<file path="src/rtl/fcap_pkg.sv">
// Package: shared sequencer state and control word field positions.
// Assumes a 32-bit control word; positions are fixed by the software view.
package fcap_pkg;
    typedef enum logic [1:0] {
        ST_IDLE  = 2'd0,
        ST_WAIT  = 2'd1,
        ST_CAP   = 2'd2,
        ST_DRAIN = 2'd3
    } fcap_state_e;

    localparam int CSR_W      = 32;
    localparam int B_START    = 0;
    localparam int B_BUSY     = 1;
    localparam int B_IE       = 2;
    localparam int B_ABORT    = 14;
    localparam int B_REGEN    = 15;
    localparam int B_PWRDN    = 21;
    localparam int F_VER_LO   = 22;
    localparam int F_ID_LO    = 24;
endpackage

</file>
<file path="src/rtl/fcap_regs.sv">
// Module: fcap_regs
// Holds the stored option bits of the control word, decodes the self-clearing
// start and abort requests of a write, and assembles the readback word.
// Assumes one write per strobe cycle; reads are combinational from state.
module fcap_regs
    import fcap_pkg::*;
#(
    parameter logic [7:0] ID_CODE  = 8'h54,
    parameter logic [1:0] VER_CODE = 2'b01
) (
    input  logic             clk,
    input  logic             rst_n,
    input  logic             csr_wr,
    input  logic [CSR_W-1:0] csr_wdata,
    input  logic             busy,
    output logic             go_req,
    output logic             abort_req,
    output logic             pd_wr,
    output logic             opt_ie,
    output logic             opt_regen,
    output logic             opt_pd,
    output logic [CSR_W-1:0] csr_rdata
);
    // Purpose: capture the persistent option bits on every write.
    always_ff @(posedge clk) begin
        if (!rst_n) begin
            opt_ie    <= 1'b0;
            opt_regen <= 1'b0;
            opt_pd    <= 1'b0;
        end else if (csr_wr) begin
            opt_ie    <= csr_wdata[B_IE];
            opt_regen <= csr_wdata[B_REGEN];
            opt_pd    <= csr_wdata[B_PWRDN];
        end
    end

    // Purpose: decode the self-clearing requests carried by this write.
    always_comb begin
        go_req    = csr_wr & csr_wdata[B_START];
        abort_req = csr_wr & csr_wdata[B_ABORT];
        pd_wr     = csr_wdata[B_PWRDN];
    end

    // Purpose: assemble the readback word; self-clearing bits read 0.
    always_comb begin
        csr_rdata                        = '0;
        csr_rdata[F_ID_LO +: 8]          = ID_CODE;
        csr_rdata[F_VER_LO +: 2]         = VER_CODE;
        csr_rdata[B_PWRDN]               = opt_pd;
        csr_rdata[B_REGEN]               = opt_regen;
        csr_rdata[B_IE]                  = opt_ie;
        csr_rdata[B_BUSY]                = busy;
    end

    AST_IE_FOLLOWS_WRITE: assert property (@(posedge clk) disable iff (!rst_n)
        csr_wr |=> (opt_ie == $past(csr_wdata[B_IE])));
    AST_PD_FOLLOWS_WRITE: assert property (@(posedge clk) disable iff (!rst_n)
        csr_wr |=> (opt_pd == $past(csr_wdata[B_PWRDN])));
endmodule

</file>
<file path="src/rtl/fcap_fsm.sv">
// Module: fcap_fsm
// Sequences one capture: idle, wait for frame start, capture until end of
// frame, then a fixed drain before idle. Abort jumps straight to the drain.
// Assumes frame events are single-cycle pulses synchronous to clk.
module fcap_fsm
    import fcap_pkg::*;
#(
    parameter int DONE_CYCLES = 1
) (
    input  logic clk,
    input  logic rst_n,
    input  logic go_req,
    input  logic abort_req,
    input  logic pd_wr,
    input  logic opt_regen,
    input  logic src_vstart,
    input  logic src_eof,
    output logic busy,
    output logic cap_wr_en,
    output logic frame_req
);
    localparam int CNT_W = $clog2(DONE_CYCLES + 1);
    localparam logic [CNT_W-1:0] DRAIN_LAST = CNT_W'(DONE_CYCLES - 1);

    fcap_state_e      state, state_nx;
    logic [CNT_W-1:0] drain_cnt, drain_cnt_nx;
    logic             req_nx;

    // Purpose: next-state, drain counter and frame request decisions.
    always_comb begin
        state_nx     = state;
        drain_cnt_nx = drain_cnt;
        req_nx       = 1'b0;
        unique case (state)
            ST_IDLE: begin
                if (go_req && !abort_req && !pd_wr) begin
                    state_nx = ST_WAIT;
                    req_nx   = 1'b1;
                end
            end
            ST_WAIT: begin
                if (abort_req) begin
                    state_nx     = ST_DRAIN;
                    drain_cnt_nx = DRAIN_LAST;
                end else if (src_vstart) begin
                    state_nx = ST_CAP;
                end
            end
            ST_CAP: begin
                if (abort_req) begin
                    state_nx     = ST_DRAIN;
                    drain_cnt_nx = DRAIN_LAST;
                end else if (src_eof) begin
                    state_nx     = ST_DRAIN;
                    drain_cnt_nx = DRAIN_LAST;
                    req_nx       = opt_regen;
                end
            end
            ST_DRAIN: begin
                if (drain_cnt == '0) state_nx = ST_IDLE;
                else                 drain_cnt_nx = drain_cnt - 1'b1;
            end
            default: state_nx = ST_IDLE;
        endcase
    end

    // Purpose: register state, counter and the one-cycle request pulse.
    always_ff @(posedge clk) begin
        if (!rst_n) begin
            state     <= ST_IDLE;
            drain_cnt <= '0;
            frame_req <= 1'b0;
        end else begin
            state     <= state_nx;
            drain_cnt <= drain_cnt_nx;
            frame_req <= req_nx;
        end
    end

    // Purpose: derive status and write permission from the state.
    always_comb begin
        busy      = (state != ST_IDLE);
        cap_wr_en = (state == ST_CAP);
    end

    AST_CAP_NEEDS_VSTART: assert property (@(posedge clk) disable iff (!rst_n)
        (cap_wr_en && !$past(cap_wr_en)) |-> ($past(state == ST_WAIT) && $past(src_vstart)));
    AST_ABORT_STOPS_WRITES: assert property (@(posedge clk) disable iff (!rst_n)
        (busy && abort_req) |=> !cap_wr_en);
    AST_PWRDN_BLOCKS_START: assert property (@(posedge clk) disable iff (!rst_n)
        (!busy && go_req && pd_wr) |=> !busy);
    AST_REQ_HAS_CAUSE: assert property (@(posedge clk) disable iff (!rst_n)
        frame_req |-> ($past(state == ST_IDLE) || ($past(state == ST_CAP) && $past(src_eof) && $past(opt_regen))));
    AST_BUSY_START_IGNORED: assert property (@(posedge clk) disable iff (!rst_n)
        (busy && go_req && !src_eof) |=> !frame_req);
endmodule

</file>
<file path="src/rtl/fcap_ctrl_top.sv">
// Module: fcap_ctrl_top
// Control word plus capture sequencer for a single-frame writeback engine.
// Assumes DONE_CYCLES in 1..3 so that an abort reaches idle within 4 cycles.
module fcap_ctrl_top
    import fcap_pkg::*;
#(
    parameter int         DONE_CYCLES = 1,
    parameter logic [7:0] ID_CODE     = 8'h54,
    parameter logic [1:0] VER_CODE    = 2'b01
) (
    input  logic        clk,
    input  logic        rst_n,
    input  logic        csr_wr,
    input  logic [31:0] csr_wdata,
    output logic [31:0] csr_rdata,
    input  logic        src_vstart,
    input  logic        src_eof,
    output logic        frame_req,
    output logic        cap_wr_en,
    output logic        mem_pwrdn,
    output logic        irq
);
    logic go_req, abort_req, pd_wr;
    logic opt_ie, opt_regen, opt_pd;
    logic busy;

    fcap_regs #(.ID_CODE(ID_CODE), .VER_CODE(VER_CODE)) u_regs (
        .clk       (clk),
        .rst_n     (rst_n),
        .csr_wr    (csr_wr),
        .csr_wdata (csr_wdata),
        .busy      (busy),
        .go_req    (go_req),
        .abort_req (abort_req),
        .pd_wr     (pd_wr),
        .opt_ie    (opt_ie),
        .opt_regen (opt_regen),
        .opt_pd    (opt_pd),
        .csr_rdata (csr_rdata)
    );

    fcap_fsm #(.DONE_CYCLES(DONE_CYCLES)) u_fsm (
        .clk        (clk),
        .rst_n      (rst_n),
        .go_req     (go_req),
        .abort_req  (abort_req),
        .pd_wr      (pd_wr),
        .opt_regen  (opt_regen),
        .src_vstart (src_vstart),
        .src_eof    (src_eof),
        .busy       (busy),
        .cap_wr_en  (cap_wr_en),
        .frame_req  (frame_req)
    );

    // Purpose: level interrupt while idle with interrupts enabled.
    always_comb begin
        irq       = opt_ie & ~busy;
        mem_pwrdn = opt_pd;
    end

    AST_IRQ_DROPS_ON_ACK: assert property (@(posedge clk) disable iff (!rst_n)
        (csr_wr && !csr_wdata[B_IE]) |=> !irq);
endmodule

</file>
<file path="config.mk">
export PLATFORM = sky130hd
export DESIGN_NAME = fcap_ctrl_top
export DESIGN_NICKNAME = d
export VERILOG_FILES = /design/src/rtl/fcap_pkg.sv /design/src/rtl/fcap_regs.sv /design/src/rtl/fcap_fsm.sv /design/src/rtl/fcap_ctrl_top.sv
export SDC_FILE = /design/constraint.sdc
export NUM_CORES = 1
export LEC_CHECK = 0
export ABC_CLOCK_PERIOD_IN_PS = 1750
export BUFFER_PORTS_ARGS = -buffer_cell sky130_fd_sc_hd__buf_2
export CAP_MARGIN = 20
export CORE_MARGIN = 2
export CORE_UTILIZATION = 32
export CTS_CLUSTER_DIAMETER = 80
export DETAILED_ROUTE_END_ITERATION = 8
export GPL_TIMING_DRIVEN = 1
export PLACE_DENSITY = 0.77
export SLEW_MARGIN = 25
export SYNTH_ARGS = -nofsm -noshare
export SYNTH_HDL_FRONTEND = slang
export SYNTH_HIERARCHICAL = 1
export SYNTH_SLANG_ARGS = --single-unit
</file>
<file path="constraint.sdc">
create_clock -name clk -period 1.75 [get_ports clk]
set_clock_uncertainty 0.05 [all_clocks]
set_input_delay 0.0875 -clock clk [delete_from_list [all_inputs] [get_ports clk]]
set_output_delay 0.0875 -clock clk [all_outputs]
set_load 0.005 [all_outputs]
</file>
; Word level (Yosys, flattened, before mapping)
; Index checks and enable logic that the tools add are counted.
[totals]
register_bits = 7
latch_bits = 0
mem_bits_rw = 0
romBits = 0
input_bits = 37
output_inout_bits = 36
word_cells = 44
memories = 0
[classes]
n_addsub = 1
mul = 0
n_div = 0
order_cmp = 0
eq_ne = 8
n_shift = 0
n_mux = 16
bitwise_logic = 4
n_reduce_logical = 9
[op_table]
columns = op, n
row1 = $mux W2, 6
row2 = $pmux W2 S4, 1
row3 = $mux W1, 7
row4 = $ne A3 B2 Y1 const B, 2
row5 = $eq A2 B2 Y1 const B, 2
row6 = $ne A2 B1 Y1 const B, 2
row7 = $reduce_and A4 Y1, 1
row8 = $and A1 B1 Y1, 3
row9 = $pmux W1 S3, 1
row10 = $reduce_and A3 Y1, 1
row11 = $reduce_bool A3 Y1, 1
row12 = $eq A2 B1 Y1 const B, 1
row13 = $logic_and A1 B1 Y1, 2
row14 = $logic_not A1 Y1, 2
row15 = $logic_not A2 Y1, 1
row16 = $ne A2 B2 Y1 const B, 1
row17 = $pmux W1 S2, 1
row18 = $reduce_bool A2 Y1, 1
row19 = $not A1 Y1, 1
row20 = $sub A1 B1 Y1 const B, 1

; Longest topological paths before layout
; Gate-level depths: netlist (run 1).
[logic_depth]
ltp_word = 6
ltp_mapped = 6
ltp_nobuf = 6

; Hierarchy
; The synthesis (run 1) kept the hierarchy.
[by_module_without_submodules]
columns = mod, instances, cells_each, area_per_inst_um2
row1 = fcap_regs, 1, 46, 379.1
row2 = fcap_fsm, 1, 24, 214.0
row3 = fcap_ctrl_top, 1, 1, 13.8

; Worst setup path before layout (run 1)
; No wires, ideal clock.
[synth_path]
kind = reg2reg
start = reg u_fsm.state[0]
end = reg u_fsm.state[0]
setup_ps = 119
arrival_ps = 1087
t_required_ps = 1581
slack_ps = 495
stages_incl_launch_ff = 7
synth_period_minus_slack_ps = 1255
path_cell_list = dfxtp_1 -> inv_1 -> ha_1 -> nand2b_1 -> a21oi_2 -> nor2_2 -> o221a_1
[synth_between]
elab_chain_len = 3
elab_cells_between_ends = 10
cone_classes = eq/ne: 7 / mux: 1 / reduce/logical: 2
[synth_rtl]
columns = item, line_no
row1 = start: declaration, fcap_fsm.sv:25  ; fcap_state_e state, state_nx;
row2 = start signal: assignment, fcap_fsm.sv:74  ; state <= state_nx;
row3 = $eq A2 B2 Y1 *, -
row4 = net cap_wr_en, fcap_ctrl_top.sv:19  ; output logic cap_wr_en,
row5 = $ne A3 B2 Y1 (no source line), -
row6 = $reduce_and A4 Y1 (no source line), -
; The timed path passes the listed nets; every way through them passes the cells marked *.
; A chain may end at the register's enable or synchronous reset.

; Final worst setup path (run 1)
[layout_path]
start = reg u_fsm.state[0]
end = out irq
[layout_between]
elab_chain_len = 3
[layout_rtl]
columns = item, line_no
row1 = $reduce_bool A2 Y1, fcap_fsm.sv:82  ; busy = (state != ST_IDLE);
row2 = $not A1 Y1, fcap_ctrl_top.sv:58  ; irq = opt_ie & ~busy;
row3 = $and A1 B1 Y1, fcap_ctrl_top.sv:58
row4 = end: declaration, fcap_ctrl_top.sv:21  ; output logic irq
; Every way passes these cells.

==> results of run 1 <==
==> cell usage in the layout, fill, tap and decap left out, drive strengths merged <==
cell type  synthesis  layout
buf               33      17
a21oi              1       1
nor3b              1       1
nor2               2       2
nor2b              4       4
o211ai             1       1
nand4b             1       1
nand2b             2       2
conb               2      28
inv                3       3
and2               2       2
a21boi             1       1
nand3              1       1
mux2i              4       4
nand2              3       3
dfxtp              6       6
clkbuf             0       3
ha                 3       3
o221a              1       1
==> worst max-delay path by stage <==
stage | from | end | slack (ps) | cells after the start
6_report | u_fsm/state[0]$_SDFFE_PN0P_ | irq | 340 | 5
5_1_grt | u_fsm/state[0]$_SDFFE_PN0P_ | irq | 250 | 5
4_1_cts | u_fsm/state[0]$_SDFFE_PN0P_ | irq | 330 | 5
3_5_place_dp | u_fsm/state[0]$_SDFFE_PN0P_ | u_fsm/state[1]$_SDFFE_PN0P_ | 390 | 6
3_3_place_gp | u_fsm/state[0]$_SDFFE_PN0P_ | u_fsm/state[1]$_SDFFE_PN0P_ | 440 | 6
2_1_floorplan | u_fsm/state[0]$_SDFFE_PN0P_ | u_fsm/state[0]$_SDFFE_PN0P_ | 490 | 6
==> flip-flops by register name (all words and copies together) (netlist names) <==
signal and count:
u_fsm/state 2, u_regs/opt_ie 1, u_fsm/frame_req 1, u_regs/opt_pd 1, u_regs/opt_regen 1
==> synthesized netlist by cell type (2+ instances only) <==
cell type / number / area, um2
inv_1: 3 / 11.3
buf_4: 33 / 248
nor2b_1: 3 / 18.8
ha_1: 3 / 37.5
conb_1: 2 / 7.51
and2_2: 2 / 15.0
nand2b_1: 2 / 12.5
nand2_1: 3 / 11.3
mux2i_1: 4 / 40.0
dfxtp_1: 6 / 120
==> per-layer routing <==
metal | vias up | part of all wire, % | GRT usage, %
li1 | 190 | - | -
met1 | 170 | 36 | 7.42
met2 | 32 | 44 | 13.0
met3 | 5 | 17 | 7.55
met4 | 0 | 3.6 | 9.73
met5 | - | 0 | 0
==> cell families after synthesis <==
group | count (synthesis) | share of synthesized area, %
AO/OA/AOI/OAI | 4 | 5.77
adder cells (fa/ha/maj) | 3 | 6.19
buffers and inverters | 36 | 42.7
flip-flops | 6 | 19.8
multiplexers | 4 | 6.60
other | 2 | 1.24
AND/OR/NAND/NOR | 16 | 17.7
==> area by class of cell <==
cell class	count	area, um2	share of cell area, %
tap	25	31.3	5.25
multi-input combinational	55	325	54.6
timing repair buffer	17	85.1	14.3
sequential	6	120	20.2
clock buffer	3	22.5	3.78
inverter	3	11.3	1.89
==> worst register-to-register path, stage by stage, from the launching register on <==
cell and delay [ps]:
dfxtp_1 400, inv_1 90, ha_1 220, inv_1 150
nor2_1 80, nor2_2 130, mux2i_1 190
==> power by group through the flow <==
stage | registers, mW | logic, mW | clock network [mW]
final | 0.179 | 0.222 | 0.132
after CTS | 0.178 | 0.225 | 0.141
after global routing | 0.180 | 0.257 | 0.150
after global placement | 0.179 | 0.212 | 0
after detailed placement | 0.180 | 0.225 | 0
after floorplan | 0.177 | 0.230 | 0
==> stage by stage <==
stage                     hold WS (ps)  total power, mW
final                             46.4            0.533
after global routing              58.7            0.588
after CTS                         44.1            0.544
after detailed placement           309            0.405
after global placement             302            0.391
after floorplan                    166            0.407
==> insert_results.sql, run 1 <==
INSERT INTO impl_metrics (metric_group, metric, value, unit) VALUES
('status', 'outcome', 'completed', ''),
('synth', 'dominantRegCellSynth', 'dfxtp_1', ''),
('global_routing', 'grt_pass1_vias', '297', ''),
('synth', 'synth_seq_area_share', '19.8', '%'),
('synth', 'synth-warning-count', '6', ''),
('place', 'place.gp.congestion', '0.677', ''),
('timing', 'fin_ws', '337', 'ps'),
('worst_setup_path', 'slowest_stage_cell_cp', 'dfxtp_1', ''),
('floorplanning', 'horizontal_extent_of_the_die', '47.5', 'um'),
('hold_path', 'min-delay-path-class', 'input port to flip-flop', ''),
('pwr', 'peakVddDrop', '0.392', 'mV'),
('timing', 'maxClockFrequency', '0.708', 'GHz'),
('timing', 'final_min_period_over_clock_period', '80.8', '%'),
('cts', 'max-clock-path-buffers', '2', ''),
('synth', 'post_synth.cell_area_avg', '8.55', 'um2'),
('floorplanning', 'floorplan.die.height', '47.5', 'um'),
('synth', 'cell_area_after_synthesis', '607', 'um2'),
('place', 'dpl.cell_count', '106', ''),
('cts', 'cts_resized', '0', ''),
('floorplanning', 'core_area', '1760', 'um2'),
('worst_setup_path', 'cp_cell_sequence', 'inv_1 > ha_1 > inv_1 > nor2b_4 > buf_2', ''),
('cts', 'post_cts_buffers', '0', ''),
('drt', 'vias', '397', ''),
('pwr', 'pwr-share-clk', '24.8', '%'),
('drt', 'drt_iter0_drc', '5', ''),
('cts', 'numCtsBuffers', '3', ''),
('finish', 'layout.cell_area.non_filler', '596', 'um2'),
('finish', 'layout-drive-gt1-share', '31.0', '%'),
('worst_setup_path', 'timing.critical_path.to_type', 'output port', ''),
('job', 'total_of_max_cap_violations', '0', ''),
('cts', 'hold_buf_cts', '0', ''),
('hold_path', 'hold-path-cell-count', '3', ''),
('worst_setup_path', 'timing.reg2reg.worst_path_depth', '6', ''),
('drt', 'detail_route.wirelength', '866', 'um'),
('place', 'place.port_buffers', '17', ''),
('worst_setup_path', 'reg2reg_from', 'u_fsm/state[0]$_SDFFE_PN0P_', ''),
('drt', 'route.antenna.remaining_nets', '0', ''),
('cts', 'clk-insertion-delay-late', '250', 'ps'),
('synth', 'count_of_distinct_cell_types_in_the_synthesized_netlist', '20', ''),
('finish', 'finish.net_count', '126', ''),
('hold_path', 'min_to', 'u_regs/opt_ie$_SDFFE_PN0P_', ''),
('synth', 'synth-edff-count', '0', ''),
('synth', 'netlist_instances', '71', ''),
('global_routing', 'groute.usage.overall', '9.12', '%'),
('place', 'dpl.hpwl', '739', 'um'),
('global_routing', 'grt_first_pass_wirelength', '1210', 'um'),
('worst_setup_path', 'critPathMaxStageDelay', '400', 'ps'),
('drt', 'detailedRoute.firstPassIterationCount', '4', ''),
('drt', 'vias_per_cell', '3.64', ''),
('worst_setup_path', 'crit_path_frequent_cell', 'inv_1', ''),
('worst_setup_path', 'timing.critical_path.fanout_max', '5', ''),
('synth', 'async_flop_share', '0', '%'),
('drt', 'remaining_drc_errors', '0', ''),
('worst_setup_path', 'critical_path.reg2reg.endpoint', 'u_fsm/state[1]$_SDFFE_PN0P_', ''),
('floorplanning', 'pin_count', '73', ''),
('cts', 'clock-sinks', '6', ''),
('timing', 'timing.final.hold_violations', '0', ''),
('worst_setup_path', 'crit_type', 'flip-flop to output port', ''),
('floorplanning', 'initial_core_util', '34.4', '%'),
('timing', 'finalSetupTns', '0', 'ps'),
('worst_setup_path', 'r2r_setup_slack', '380', 'ps'),
('global_routing', 'initial_antenna_violation_count', '0', ''),
('finish', 'layoutNonFillerInstCount', '109', ''),
('timing', 'setup_repair_after_global_routing_missed_its_margin', 'no', ''),
('finish', 'n_antenna_cell', '0', ''),
('timing', 'setup_viol', '0', ''),
('cts', 'clk_transition_reported_paths', '40', 'ps'),
('global_routing', 'globalRouteOverflowTotal', '0', ''),
('worst_setup_path', 'critical-path-top-delay-family', 'flip-flops', ''),
('floorplanning', 'placement_rows', '15', ''),
('floorplanning', 'die_area', '2260', 'um2');
Note: power is estimated with default switching activity, not from simulation.
==> run 2, diff against run 1 <==
- ABC_AREA: not set -> 1
- ABC_CLOCK_PERIOD_IN_PS: 1750 -> 1500
- CORE_UTILIZATION: 32 -> 33
- clock period: 1.75 -> 1.5 ns (I/O delays scaled with it)
==> insert_results.sql, run 2 <==
INSERT INTO impl_metrics (metric_group, metric, value, unit) VALUES
('synth', 'netlist_instances', '94', ''),
('cts', 'hold_buf_cts', '0', ''),
('cts', 'max-clock-path-buffers', '2', ''),
('finish', 'areaGrowthSynthToFinish', '-3.53', '%'),
('global_routing', 'grt_pass1_vias', '369', ''),
('drt', 'route.antenna.remaining_nets', '0', ''),
('drt', 'vias_per_cell', '3.66', ''),
('worst_setup_path', 'crit_type', 'flip-flop to output port', ''),
('drt', 'drt_iter0_drc', '6', ''),
('finish', 'finish.net_count', '148', ''),
('hold_path', 'hold-path-cell-count', '3', ''),
('finish', 'layout-drive-gt1-share', '27.4', '%'),
('pwr', 'total_power', '0.751', 'mW'),
('timing', 'final.min_clock_period', '1360', 'ps'),
('hold_path', 'min-delay-path-class', 'input port to flip-flop', ''),
('cts', 'cts_resized', '0', ''),
('timing', 'number_of_max_slew_violations_in_the_final_report', '0', ''),
('timing', 'finalSetupTns', '0', 'ps'),
('drt', 'detail_route.wirelength', '951', 'um'),
('cts', 'numCtsBuffers', '3', ''),
('synth', 'cell_area_after_synthesis', '638', 'um2'),
('floorplanning', 'placement_rows', '15', ''),
('timing', 'final_min_period_over_clock_period', '90.3', '%'),
('hold_path', 'min-delay-start', 'rst_n', ''),
('synth', 'post_synth.cell_area_avg', '6.79', 'um2'),
('worst_setup_path', 'cp-start-kind', 'flip-flop', ''),
('synth', 'yosysTopAreaCell', 'buf_4', ''),
('synth', 'synth.area.top_cells', 'buf_4 39%, dfxtp_1 19%, nand2_1 8.8%', ''),
('synth', 'synth_top_cell_area_share', '38.8', '%'),
('cts', 'post_cts_buffers', '0', ''),
('cts', 'cts.htree.levels', '1', ''),
('floorplanning', 'horizontal_extent_of_the_die', '48.0', 'um'),
('timing', 'maxClockFrequency', '0.738', 'GHz'),
('worst_setup_path', 'timing.reg2reg.worst_path_depth', '8', ''),
('cts', 'cts_tree', 'built', ''),
('drt', 'remaining_drc_errors', '0', ''),
('finish', 'registers.top_by_ff_count', 'u_fsm/state', ''),
('finish', 'top_library_cells_by_usage_in_the_layout_fill_and_taps_aside', '28 x conb_1, 17 x buf_2, 15 x nand2_1', ''),
('worst_setup_path', 'cp_data_arrival_time', '1230', 'ps'),
('finish', 'fin_util', '34.9', '%'),
('hold_path', 'min_to', 'u_fsm/state[1]$_SDFFE_PN0P_', ''),
('pwr', 'power_density', '1220', 'nW/um2'),
('worst_setup_path', 'r2r_setup_slack', '220', 'ps'),
('finish', 'layoutNonFillerInstCount', '131', ''),
('place', 'dpl.cell_count', '128', ''),
('drt', 'avgRoutedWirePerCell', '7.26', 'um'),
('worst_setup_path', 'critical_path.reg2reg.endpoint', 'u_fsm/state[0]$_SDFFE_PN0P_', ''),
('timing', 'setup_viol', '0', ''),
('place', 'dpl.hpwl', '814', 'um'),
('synth', 'synth-warning-count', '6', ''),
('timing', 'setup_repair_after_global_routing_missed_its_margin', 'no', ''),
('cts', 'clk_transition_reported_paths', '50', 'ps'),
('worst_setup_path', 'critical_path_required', '1370', 'ps'),
('floorplanning', 'floorplan.die.height', '48.0', 'um'),
('drt', 'vias', '480', ''),
('global_routing', 'globalRouteOverflowTotal', '0', ''),
('finish', 'n_antenna_cell', '0', ''),
('drt', 'detailedRoute.firstPassIterationCount', '4', ''),
('finish', 'layout_commonest_cell', 'conb_1', ''),
('place', 'place.gp.congestion', '0.743', ''),
('global_routing', 'initial_antenna_violation_count', '0', ''),
('pwr', 'leakagePower', '0.400', 'nW'),
('synth', 'synth_seq_area_share', '18.8', '%'),
('worst_setup_path', 'timing.critical_path.to_type', 'output port', ''),
('floorplanning', 'initial_core_util', '36.2', '%'),
('global_routing', 'grt_start_max_net_pins', '9', ''),
('floorplanning', 'core_area', '1760', 'um2'),
('place', 'place.port_buffers', '17', ''),
('timing', 'timing.final.hold_violations', '0', ''),
('job', 'total_of_max_cap_violations', '0', ''),
('finish', 'largest_register_ffs', '2', ''),
('global_routing', 'groute.usage.overall', '9.28', '%'),
('worst_setup_path', 'reg2reg_from', 'u_fsm/state[0]$_SDFFE_PN0P_', ''),
('status', 'outcome', 'completed', ''),
('synth', 'dominantRegCellSynth', 'dfxtp_1', ''),
('finish', 'filler_cells_inserted', '210', ''),
('synth', 'synth-edff-count', '0', ''),
('worst_setup_path', 'timing.critical_path.fanout_max', '4', ''),
('global_routing', 'grt_first_pass_wirelength', '1410', 'um'),
('floorplanning', 'die_area', '2300', 'um2'),
('synth', 'count_of_distinct_cell_types_in_the_synthesized_netlist', '15', ''),
('synth', 'async_flop_share', '0', '%'),
('cts', 'clock_tree.root_cell', 'clkbuf_4', ''),
('synth', 'ys_top_cells_by_count', '33 x buf_4, 15 x nand2_1, 11 x inv_1', ''),
('cts', 'clk-insertion-delay-late', '240', 'ps'),
('synth', 'ys_ff_latch', '6', ''),
('pwr', 'peakVddDrop', '0.451', 'mV'),
('synth', 'synth_most_common_cell', 'buf_4', ''),
('floorplanning', 'pin_count', '73', ''),
('cts', 'clock-sinks', '6', '');
-- run 2: cells by family (layout without fill, tap and decap cells) --
| kind of cell | count (synthesis) | count (layout) | share of synthesized area (%) |
|---|---|---|---|
| buf+inv | 47 | 33 | 48.2 |
| compound gates | 2 | 2 | 1.96 |
| simple gates | 34 | 34 | 23.9 |
| flops | 6 | 6 | 18.8 |
| fa+ha+maj | 3 | 3 | 5.88 |
| other cells | 2 | 28 | 1.18 |
-- run 2: how the worst max path moves through the flow --
| stage | slack, ps | cells after the start | start | endpoint |
|---|---|---|---|---|
| after floorplan | 330 | 8 | u_fsm/state[0]$_SDFFE_PN0P_ | u_fsm/state[0]$_SDFFE_PN0P_ |
| after global placement | 280 | 8 | u_fsm/state[0]$_SDFFE_PN0P_ | u_fsm/state[0]$_SDFFE_PN0P_ |
| after detailed placement | 240 | 8 | u_fsm/state[0]$_SDFFE_PN0P_ | u_fsm/state[0]$_SDFFE_PN0P_ |
| after CTS | 140 | 5 | u_fsm/state[0]$_SDFFE_PN0P_ | irq |
| after global routing | 80 | 5 | u_fsm/state[0]$_SDFFE_PN0P_ | irq |
| final | 140 | 5 | u_fsm/state[0]$_SDFFE_PN0P_ | irq |
-- run 2: metal layers --
layer,GRT usage (%),routed length [um],vias up
met5,0,0,-
met4,4.86,0,0
met3,4.53,89,0
met2,14.7,471,23
met1,10.2,390,216
li1,-,-,241
-- run 2: area by class of cell --
type,count,area (um2),area share (%)
clock buffers,3,22.5,3.66
inverters,13,48.8,7.93
well taps,25,31.3,5.08
multi-input cells,67,308,50.0
repair buffers,17,85.1,13.8
flip-flops and latches,6,120,19.5
-- run 2: critical path: stages (launching register included) --
cell and delay, ps:
dfxtp_1 380, inv_1 90, ha_1 230, inv_1 120, nor2_2 50, buf_2 120
-- run 2: per-stage QoR --
step	cell area [um2]	worst slack (ps)	hold WS, ps
6_report	616	145	59.9
5_1_grt	616	81.4	67.3
4_1_cts	616	139	42.1
3_5_place_dp	593	244	311
3_3_place_gp	593	282	310
2_1_floorplan	736	333	145
-- run 2: power breakdown --
| part | leakage, nW | switching (mW) | internal, mW |
|---|---|---|---|
| registers | 0.0496 | 0.0257 | 0.194 |
| clock network | 0.0138 | 0.0617 | 0.0908 |
| logic | 0.336 | 0.232 | 0.147 |
| total | 0.400 | 0.320 | 0.432 |
